$ cat config.mk
export PLATFORM = sky130hd
export DESIGN_NAME = dma_cmd_seq
export DESIGN_NICKNAME = d
export VERILOG_FILES = /design/src/rtl/dma_seq_pkg.sv /design/src/rtl/dma_cmd_arb.sv /design/src/rtl/dma_seq_fsm.sv /design/src/rtl/dma_fifo_ctl.sv /design/src/rtl/dma_status.sv /design/src/rtl/dma_cmd_seq.sv
export SDC_FILE = /design/constraint.sdc
export NUM_CORES = 1
export LEC_CHECK = 0
export BUFFER_PORTS_ARGS = -buffer_cell sky130_fd_sc_hd__buf_2
export CAP_MARGIN = 15
export CORE_AREA = 2 2 42 44
export CTS_CLUSTER_DIAMETER = 40
export DETAILED_ROUTE_END_ITERATION = 8
export DIE_AREA = 0 0 44 46
export GPL_ROUTABILITY_DRIVEN = 0
export PLACE_DENSITY = 0.69
export SLEW_MARGIN = 20
export SYNTH_ARGS = -nofsm -noshare
export SYNTH_HDL_FRONTEND = slang
export SYNTH_SLANG_ARGS = --single-unit
$ cat constraint.sdc
create_clock -name clk -period 1.95 [get_ports clk]
set_clock_uncertainty 0.15 [all_clocks]
set_input_delay 0.195 -clock clk [delete_from_list [all_inputs] [get_ports clk]]
set_output_delay 0.195 -clock clk [all_outputs]
set_load 0.02 [all_outputs]
$ cat src/rtl/dma_seq_pkg.sv
package dma_seq_pkg;

    typedef enum logic [2:0] {
        ST_IDLE   = 3'd0,
        ST_FETCH  = 3'd1,
        ST_XFER   = 3'd2,
        ST_PAUSED = 3'd3,
        ST_DONE   = 3'd4
    } seq_state_e;

    typedef struct packed {
        logic go;
        logic pause;
        logic abort;
    } cmd_t;

    typedef struct packed {
        logic desc_done;
        logic desc_last;
        logic xfer_done;
        logic xfer_err;
    } eng_rsp_t;

    typedef struct packed {
        logic ok;
        logic exc;
        logic abort;
    } fin_ev_t;

    function automatic logic st_active(seq_state_e s);
        return (s == ST_FETCH) || (s == ST_XFER);
    endfunction

    function automatic logic st_can_start(seq_state_e s);
        return (s == ST_IDLE) || (s == ST_DONE);
    endfunction

endpackage

$ cat src/rtl/dma_cmd_arb.sv
module dma_cmd_arb
    import dma_seq_pkg::*;
(
    input  logic       clk,
    input  logic       rst,
    input  cmd_t       cmd_raw,
    input  seq_state_e st,
    input  logic       op_direct,
    output cmd_t       cmd_take
);

    logic abort_ok;
    logic go_ok;
    logic pause_ok;

    always_comb begin
        abort_ok = cmd_raw.abort && (st_active(st) || st == ST_PAUSED);
        go_ok    = cmd_raw.go && !abort_ok && (st_can_start(st) || st == ST_PAUSED);
        pause_ok = cmd_raw.pause && !abort_ok && st_active(st) && !op_direct;
        cmd_take = '{go: go_ok, pause: pause_ok, abort: abort_ok};
    end

    // an effective abort suppresses every other command in its cycle
    p_abort_wins_r6: assert property (@(posedge clk) disable iff (rst)
        (cmd_raw.abort && (st_active(st) || st == ST_PAUSED)) |-> (!cmd_take.go && !cmd_take.pause));

    // start while busy is dropped
    p_go_busy_ignored_r9: assert property (@(posedge clk) disable iff (rst)
        st_active(st) |-> !cmd_take.go);

endmodule

$ cat src/rtl/dma_seq_fsm.sv
module dma_seq_fsm
    import dma_seq_pkg::*;
(
    input  logic       clk,
    input  logic       rst,
    input  cmd_t       take,
    input  logic       mode_direct,
    input  eng_rsp_t   rsp,
    output seq_state_e st,
    output logic       op_direct,
    output logic       xfer_start,
    output logic       desc_fetch,
    output logic       desc_first,
    output fin_ev_t    ev
);

    seq_state_e st_n;
    logic       last_q;
    logic       pause_pend;
    logic       pause_eff;
    logic       fresh_start;

    assign pause_eff   = pause_pend || take.pause;
    assign fresh_start = take.go && st_can_start(st);

    always_comb begin
        st_n = st;
        ev   = '0;
        if (take.abort) begin
            st_n     = ST_DONE;
            ev.abort = 1'b1;
        end else begin
            unique case (st)
                ST_IDLE, ST_DONE: begin
                    if (take.go) st_n = mode_direct ? ST_XFER : ST_FETCH;
                end
                ST_PAUSED: begin
                    if (take.go) st_n = ST_FETCH;
                end
                ST_FETCH: begin
                    if (rsp.desc_done) st_n = ST_XFER;
                end
                ST_XFER: begin
                    if (rsp.xfer_err) begin
                        st_n   = ST_DONE;
                        ev.exc = 1'b1;
                    end else if (rsp.xfer_done) begin
                        if (op_direct || last_q) begin
                            st_n  = ST_DONE;
                            ev.ok = 1'b1;
                        end else if (pause_eff) begin
                            st_n = ST_PAUSED;
                        end else begin
                            st_n = ST_FETCH;
                        end
                    end
                end
                default: st_n = ST_IDLE;
            endcase
        end
    end

    always_ff @(posedge clk) begin
        if (rst) begin
            st         <= ST_IDLE;
            op_direct  <= 1'b0;
            last_q     <= 1'b0;
            pause_pend <= 1'b0;
            xfer_start <= 1'b0;
            desc_fetch <= 1'b0;
            desc_first <= 1'b0;
        end else begin
            st         <= st_n;
            xfer_start <= (st_n == ST_XFER) && (st != ST_XFER);
            desc_fetch <= (st_n == ST_FETCH) && (st != ST_FETCH);
            desc_first <= (st_n == ST_FETCH) && st_can_start(st);
            if (fresh_start && !take.abort)
                op_direct <= mode_direct;
            if (fresh_start)
                last_q <= 1'b0;
            else if (st == ST_FETCH && rsp.desc_done)
                last_q <= rsp.desc_last;
            pause_pend <= st_active(st_n) ? pause_eff : 1'b0;
        end
    end

    // a fresh chained start fetches from the next-descriptor address
    p_first_fetch_r2: assert property (@(posedge clk) disable iff (rst)
        (fresh_start && !mode_direct) |=> (desc_fetch && desc_first));

    // resuming a paused chain does not restart it
    p_resume_next_r4: assert property (@(posedge clk) disable iff (rst)
        (st == ST_PAUSED && take.go) |=> (desc_fetch && !desc_first));

    // the paused state is only entered from a finished transfer
    p_pause_at_boundary_r3: assert property (@(posedge clk) disable iff (rst)
        $rose(st == ST_PAUSED) |-> $past(st == ST_XFER && rsp.xfer_done));

    // a direct operation never pauses
    p_direct_no_pause_r12: assert property (@(posedge clk) disable iff (rst)
        (op_direct && st == ST_XFER) |=> (st != ST_PAUSED));

endmodule

$ cat src/rtl/dma_fifo_ctl.sv
module dma_fifo_ctl
    import dma_seq_pkg::*;
(
    input  logic    clk,
    input  logic    rst,
    input  fin_ev_t ev,
    input  logic    flush_en,
    output logic    fifo_inval,
    output logic    fifo_drain,
    output logic    eng_halt
);

    always_ff @(posedge clk) begin
        if (rst) begin
            fifo_inval <= 1'b0;
            fifo_drain <= 1'b0;
            eng_halt   <= 1'b0;
        end else begin
            fifo_inval <= ev.abort || (ev.exc && !flush_en);
            fifo_drain <= ev.exc && flush_en && !ev.abort;
            eng_halt   <= ev.abort;
        end
    end

    // abort stops the engine and invalidates the FIFO in the next cycle
    p_abort_purge_r5: assert property (@(posedge clk) disable iff (rst)
        ev.abort |=> (eng_halt && fifo_inval && !fifo_drain));

    // failed read with flush enabled drains rather than discards
    p_exc_drain_r8: assert property (@(posedge clk) disable iff (rst)
        (ev.exc && flush_en) |=> (fifo_drain && !fifo_inval));

    // failed read with flush disabled discards
    p_exc_discard_r8: assert property (@(posedge clk) disable iff (rst)
        (ev.exc && !flush_en) |=> (fifo_inval && !fifo_drain));

endmodule

$ cat src/rtl/dma_status.sv
module dma_status
    import dma_seq_pkg::*;
(
    input  logic       clk,
    input  logic       rst,
    input  seq_state_e st,
    input  cmd_t       take,
    input  fin_ev_t    ev,
    output logic       busy,
    output logic       paused,
    output logic       done,
    output logic       err
);

    assign busy   = st_active(st);
    assign paused = (st == ST_PAUSED);

    always_ff @(posedge clk) begin
        if (rst) begin
            done <= 1'b0;
            err  <= 1'b0;
        end else if (ev.abort || ev.exc) begin
            done <= 1'b1;
            err  <= 1'b1;
        end else if (ev.ok) begin
            done <= 1'b1;
            err  <= 1'b0;
        end else if (take.go) begin
            done <= 1'b0;
            err  <= 1'b0;
        end
    end

    // abort leaves the channel finished, failed and neither busy nor paused
    p_abort_status_r5: assert property (@(posedge clk) disable iff (rst)
        ev.abort |=> (done && err && !busy && !paused));

    // normal completion is clean
    p_ok_status_r1: assert property (@(posedge clk) disable iff (rst)
        ev.ok |=> (done && !err && !busy));

    // a start clears the previous result
    p_start_clears_r10: assert property (@(posedge clk) disable iff (rst)
        take.go |=> (!done && !err));

endmodule

$ cat src/rtl/dma_cmd_seq.sv
module dma_cmd_seq
    import dma_seq_pkg::*;
(
    input  logic clk,
    input  logic rst,
    input  logic cmd_go,
    input  logic cmd_pause,
    input  logic cmd_abort,
    input  logic mode_direct,
    input  logic flush_en,
    input  logic desc_done,
    input  logic desc_last,
    input  logic xfer_done,
    input  logic xfer_err,
    output logic xfer_start,
    output logic desc_fetch,
    output logic desc_first,
    output logic eng_halt,
    output logic fifo_inval,
    output logic fifo_drain,
    output logic busy,
    output logic done,
    output logic err,
    output logic paused
);

    cmd_t       cmd_raw;
    cmd_t       cmd_take;
    eng_rsp_t   rsp;
    fin_ev_t    ev;
    seq_state_e st;
    logic       op_direct;

    assign cmd_raw = '{go: cmd_go, pause: cmd_pause, abort: cmd_abort};
    assign rsp     = '{desc_done: desc_done, desc_last: desc_last,
                       xfer_done: xfer_done, xfer_err: xfer_err};

    dma_cmd_arb u_arb (
        .clk       (clk),
        .rst       (rst),
        .cmd_raw   (cmd_raw),
        .st        (st),
        .op_direct (op_direct),
        .cmd_take  (cmd_take)
    );

    dma_seq_fsm u_fsm (
        .clk         (clk),
        .rst         (rst),
        .take        (cmd_take),
        .mode_direct (mode_direct),
        .rsp         (rsp),
        .st          (st),
        .op_direct   (op_direct),
        .xfer_start  (xfer_start),
        .desc_fetch  (desc_fetch),
        .desc_first  (desc_first),
        .ev          (ev)
    );

    dma_fifo_ctl u_fifo (
        .clk        (clk),
        .rst        (rst),
        .ev         (ev),
        .flush_en   (flush_en),
        .fifo_inval (fifo_inval),
        .fifo_drain (fifo_drain),
        .eng_halt   (eng_halt)
    );

    dma_status u_stat (
        .clk    (clk),
        .rst    (rst),
        .st     (st),
        .take   (cmd_take),
        .ev     (ev),
        .busy   (busy),
        .paused (paused),
        .done   (done),
        .err    (err)
    );

endmodule

# Yosys cells after proc, flatten, opt, wreduce, memory -nomap -nowiden
# Index checks and enable logic that the tools add are counted.
# word_totals
register_bits,14
in_bits,11
output_inout_bits,10
word_cells,76
# op_classes
n_eq_ne,8
muxes,22
bitwise,1
reduce_logical,33
# op_table
op,n
2-to-1 mux 3 bit,7
logical AND 1 bit,15
case mux 3 bit (4 select lines),1
2-to-1 mux 1 bit,10
"== test 3 x 2 -> 1 bit, second input constant",3
logical OR 1 bit,9
2-to-1 mux 2 bit,4
"== test 3 x 1 -> 1 bit, second input constant",2
OR reduction 2 bit,3
logical NOT 1 bit,4
"== test 3 bit, second input constant",1
logical NOT 3 bit,1
"!= test 3 x 1 -> 1 bit, second input constant",1
"!= test 3 x 2 -> 1 bit, second input constant",1
nonzero test 3 bit,1
NOT 1 bit,1

# Logic depth before layout (Yosys ltp)
# logic_depth
depth_word,19
mapped_depth,5
mapped_depth_nobuf,4

# By module
# Synthesis repeated with hierarchy kept, for this count alone.
# unflattened
hier_cells,87
area_unflattened_um2,730.7
# by_module_without_submodules
module,n_inst,cells_per_inst,area_each_um2,seq_area_each_um2
dma_seq_fsm,1,56,470.5,180.2
dma_status,1,12,93.8,40.0
dma_fifo_ctl,1,9,91.3,60.1
dma_cmd_arb,1,10,75.1,0.0

# Worst setup path before layout
# Ideal clock, no wire load.
# synth_path
path_kind,register to register
startpoint,reg u_fsm.op_direct
endpoint,reg u_fsm.xfer_start
setup_ps,87
arrival_time_ps,1368
required_time_ps,1713
setup_slack_ps,345
stages_incl_launch_ff,5
n_path_buf,0
period_less_slack_ps,1605
cell_sequence,dfxtp_1 or4b_1 o21ba_1 o2111ai_2 nor4b_4
# synth_between
elab_chain_len,11
word_cells_on_any_way,12
classes_between,eq/ne: 1; mux: 6; reduce/logical: 5
# synth_rtl
item,line_no,rtl
"start, declared",dma_seq_fsm.sv:10,"output logic op_direct,"
"start signal, assigned",dma_seq_fsm.sv:78,op_direct <= mode_direct;
logical NOT 1 bit,dma_cmd_arb.sv:19,pause_ok = cmd_raw.pause && !abort_ok && st_active(st) && !op_direct;
logical AND 1 bit,dma_cmd_arb.sv:19,
logical OR 1 bit,dma_seq_fsm.sv:23,assign pause_eff = pause_pend || take.pause;
2-to-1 mux 2 bit,dma_seq_fsm.sv:51,end else if (pause_eff) begin
2-to-1 mux 3 bit *,dma_seq_fsm.sv:48,if (op_direct || last_q) begin
2-to-1 mux 3 bit *,dma_seq_fsm.sv:47,end else if (rsp.xfer_done) begin
2-to-1 mux 3 bit *,dma_seq_fsm.sv:44,if (rsp.xfer_err) begin
case mux 3 bit (4 select lines) *,dma_seq_fsm.sv:33,unique case (st)
2-to-1 mux 3 bit *,dma_seq_fsm.sv:29,if (take.abort) begin
== test 3 x 2 -> 1 bit *,dma_seq_fsm.sv:74,xfer_start <= (st_n == ST_XFER) && (st != ST_XFER);
logical AND 1 bit *,dma_seq_fsm.sv:74,
"end signal, assigned",dma_seq_fsm.sv:74,
"end, declared",dma_seq_fsm.sv:11,"output logic xfer_start,"
# Mark *: on every way between the ends. The rest lies on a longest branch, timed or not.
# A chain may end at the register's enable or synchronous reset.

# Final worst setup path
# layout_path
startpoint,in cmd_go
endpoint,reg u_fsm.desc_fetch
# layout_between
elab_chain_len,7
word_cells_on_any_way,8
classes_between,eq/ne: 1; mux: 4; reduce/logical: 3
# layout_rtl
item,line_no,rtl
"start, declared",dma_cmd_seq.sv:6,"input logic cmd_go,"
logical AND 1 bit * (2 in series),dma_cmd_arb.sv:18,go_ok = cmd_raw.go && !abort_ok && (st_can_start(st) || st == ST_PAUSED);
2-to-1 mux 3 bit (on tied branches),"dma_seq_fsm.sv:38, dma_seq_fsm.sv:35",
case mux 3 bit (4 select lines) *,dma_seq_fsm.sv:33,
2-to-1 mux 3 bit *,dma_seq_fsm.sv:29,
== test 3 x 1 -> 1 bit *,dma_seq_fsm.sv:75,desc_fetch <= (st_n == ST_FETCH) && (st != ST_FETCH);
logical AND 1 bit *,dma_seq_fsm.sv:75,
"end signal, assigned",dma_seq_fsm.sv:75,
"end, declared",dma_seq_fsm.sv:12,"output logic desc_fetch,"
# Marks and branches as above.

==> run_results.csv <==
group,metric,value,unit
drt,via_per_inst,5.32,
clock_network,clockRootBuffer,"clkbuf_4",
power,power-per-cell-area,801,nW/um2
setup_path,r2r_slack,0.17,ns
yosys,synth_top_area_share,39.9,%
placement,port_buffers,20,
yosys,synth_fp_nets,85,
grt,grt_pass1_wl,2.34,mm
drt,drt_iter0_markers,13,
setup_path,r2r-start,"u_fsm.st[2]$_SDFF_PP0_",
placement,place_area,815,um2
yosys,ys.flop_type,"dfxtp_1",
cells_and_area,antennaDiodeCount,0,
setup_path,critPathSlowestCell,"dlygate4sd3_1",
drt,route.detailed.drc,0,
grt,grt_pass1_vias,527,
cells_and_area,layout.cells.non_filler,115,
die,die_area,2020,um2
clock_network,cts_resized,0,
yosys,ys_async_sr_fraction,0,%
clock_network,ctsHtreeMaxLevel,1,
yosys,synth_area,703,um2
clock_network,numCtsBuffers,3,
clock_network,cts_buffer_depth,2,
yosys,synthCells,74,
setup_path,required,2.00,ns
yosys,yosys.area.top_type,"dfxtp_1",
die,initial_core_util,43.6,%
drt,wl_per_cell,12.2,um
yosys,synth_cell_types,35,
setup_path,end_kind,"flop",
worst_hold_path,hp-class,"in2reg",
clock_network,cts_tree,"done",
timing,hold_violations,0,
cells_and_area,final_nets,110,
outcome,status,"finished clean",
setup_path,critPathMaxStageDelay,0.52,ns
placement,dp_hpwl,1.06,mm
placement,dp_cells,109,
timing,max_freq,558,MHz
job,cap_violations,0,
setup_path,critPathKind,"in2reg",
timing,holdWs,0.0329,ns
timing,worst_slew_pin_slew,0.444,ns
setup_path,r2r_cells,4,
setup_path,reg2reg_to,"u_fsm.xfer_start$_SDFF_PP0_",
yosys,synth_warnings,0,
cells_and_area,fillers,162,
die,die-height,46,um
yosys,synth_top_family_by_area,"simple AND/OR/NAND/NOR gates",
yosys,synth.area.top_cells,"dfxtp_1 (40%), nor2b_1 (4.4%), o32ai_4 (3.9%)",
setup_path,crit_path_start,"cmd_go",
setup_path,critical_path.endpoint,"u_fsm.desc_fetch$_SDFF_PP0_",
timing,setup_slack,0.158,ns
yosys,synth-seq-cells,14,
drt,vias,612,
clock_network,insertion_delay,0.29,ns
die,core,1610,um2
grt,antenna_found_initial,0,
die,boundaryPins,21,
yosys,yosys-mux-area-fraction,1.42,%
power,max-vdd-ir-drop,0.408,mV
grt,grt_util_all_layers,16.6,%
die,die_width,44,um
grt,gr-total-overflow,0,
cells_and_area,fin_area,871,um2
setup_path,crit_path_start_kind,"input port",
clock_network,cts_hold_buf,2,
timing,setup_viol,0,
die,num_rows,15,
yosys,yosys.area_share.simple,30.2,%
yosys,yosysSeqAreaShare,39.9,%
power,finalPower,0.697,mW
clock_network,clock_sinks,14,
yosys,avgSynthCellArea,9.50,um2
timing,slew_headroom,70.0,%
yosys,synth_xor_area_share,1.25,%
power,p_leak,0.374,nW
timing,grt_setup_unrepaired,"no",
placement,post-place-ws,0.202,ns
cells_and_area,fin_util,54.0,%
setup_path,cp_num_buf_inv,2,
drt,firstDrtPassIters,2,
setup_path,critPathTopFamily,"simple AND/OR/NAND/NOR gates",
yosys,synth_adder_area_share,0,%
grt,grt_max_degree,13,
clock_network,clk_pin_slew,0.09,ns
setup_path,crit_cells,6,
timing,slew_viol_final,0,
yosys,synth_compound_gate_area_share,22.1,%
drt,drt_wl_total,1.40,mm
setup_path,path_max_fanout,6,
timing,finalCritPeriodShare,91.9,%
timing,finalCriticalPeriod,1.79,ns
timing,tns,0,ns
cells_and_area,drive_above_1_share,32.7,%
cells_and_area,area_delta_synth_final,23.8,%
yosys,synth-edff-count,0,
setup_path,path_cells,"dlygate4sd3_1, buf_2, or3b_1, o32ai_4, nor2b_1, nor4_1",
drt,ant_nets,0,
clock_network,cts_setup_buffers,0,
setup_path,crit_arrival,1.84,ns
[worst min-delay path by stage]
| stage | from | end | slack (ns) | cells past startpoint |
|---|---|---|---|---|
| 5_1_grt | mode_direct | u_fsm.op_direct$_SDFFE_PP0P_ | 0.04 | 3 |
| 4_1_cts | xfer_err | u_fifo.fifo_drain$_SDFF_PP0_ | 0.02 | 3 |
| 2_1_floorplan | cmd_go | u_fsm.last_q$_SDFFE_PP0P_ | 0.14 | 1 |
| 3_3_place_gp | u_stat.done$_SDFFE_PP0P_ | u_stat.done$_SDFFE_PP0P_ | 0.29 | 1 |
| 3_5_place_dp | u_stat.done$_SDFFE_PP0P_ | u_stat.done$_SDFFE_PP0P_ | 0.29 | 1 |
| 6_report | xfer_err | u_fifo.fifo_drain$_SDFF_PP0_ | 0.03 | 3 |
[where the power goes]
group / internal [mW] / switching (mW) / total, mW
sequential: 0.305 / 0.0177 / 0.323
combinational: 0.0727 / 0.0870 / 0.160
clock: 0.114 / 0.101 / 0.215
[placed cells by master, fill, tap and decap left out, drive strengths merged]
cell         instances
a211oi               1
a21o                 2
a21oi                5
a311oi               1
a31o                 1
a31oi                1
and3b                1
buf                 22
clkbuf               4
dfxtp               14
dlygate4sd3          2
inv                  3
mux2i                1
nand2                3
nand3                3
nand3b               3
nor2                 7
nor2b                5
nor3                 1
nor3b                1
nor4                 1
nor4b                2
nor4bb               1
o2111ai              1
o21ai                3
o21ba                1
o21bai               1
o2bb2ai              1
o32ai                1
or2                  1
or3                  1
or3b                 1
or4b                 1
xnor2                1
[layer usage]
metal	global-route usage (%)	part of all wire, %	vias up
met5	0	0	-
met4	12.7	3.8	0
met3	3.97	3.9	5
met2	25.0	46	11
met1	20.4	46	277
li1	-	-	319
[registers in the layout, summed over array words and instances, names as in the netlist]
signal             cells
u_fifo.eng_halt        1
u_fifo.fifo_drain      1
u_fifo.fifo_inval      1
u_fsm.desc_fetch       1
u_fsm.desc_first       1
u_fsm.last_q           1
u_fsm.op_direct        1
u_fsm.pause_pend       1
u_fsm.st               3
u_fsm.xfer_start       1
u_stat.done            1
u_stat.err             1
[synthesized netlist by cell type (2+ instances only)]
| library cell | n |
|---|---|
| o21ai_0 | 3 |
| nand3b_1 | 3 |
| dfxtp_1 | 14 |
| nand2_1 | 3 |
| nand3_1 | 3 |
| buf_2 | 2 |
| inv_1 | 3 |
| a21o_1 | 2 |
| nor2_1 | 7 |
| a21oi_1 | 5 |
| nor2b_1 | 5 |
[final cells by class]
cell class                 count  area [um2]  area share, %
multi-input combinational     53         387           44.4
sequential                    14         280           32.2
timing repair buffer          24         135           15.5
clock buffer                   4        36.3           4.17
tap                           17        21.3           2.44
inverter                       3        11.3           1.29
[logic make-up (layout without fill, tap and decap cells)]
family	count (synthesis)	count (layout)
buf+inv	7	31
flops	14	14
compound gates	19	19
mux	1	1
xor+xnor	1	1
simple gates	32	32
[worst min-delay path, delay by kind of cell]
kind          cells  cell delay [ns]
buf+inv           1             0.11
simple gates      2             0.14
Power figures use the tool's default switching activity.
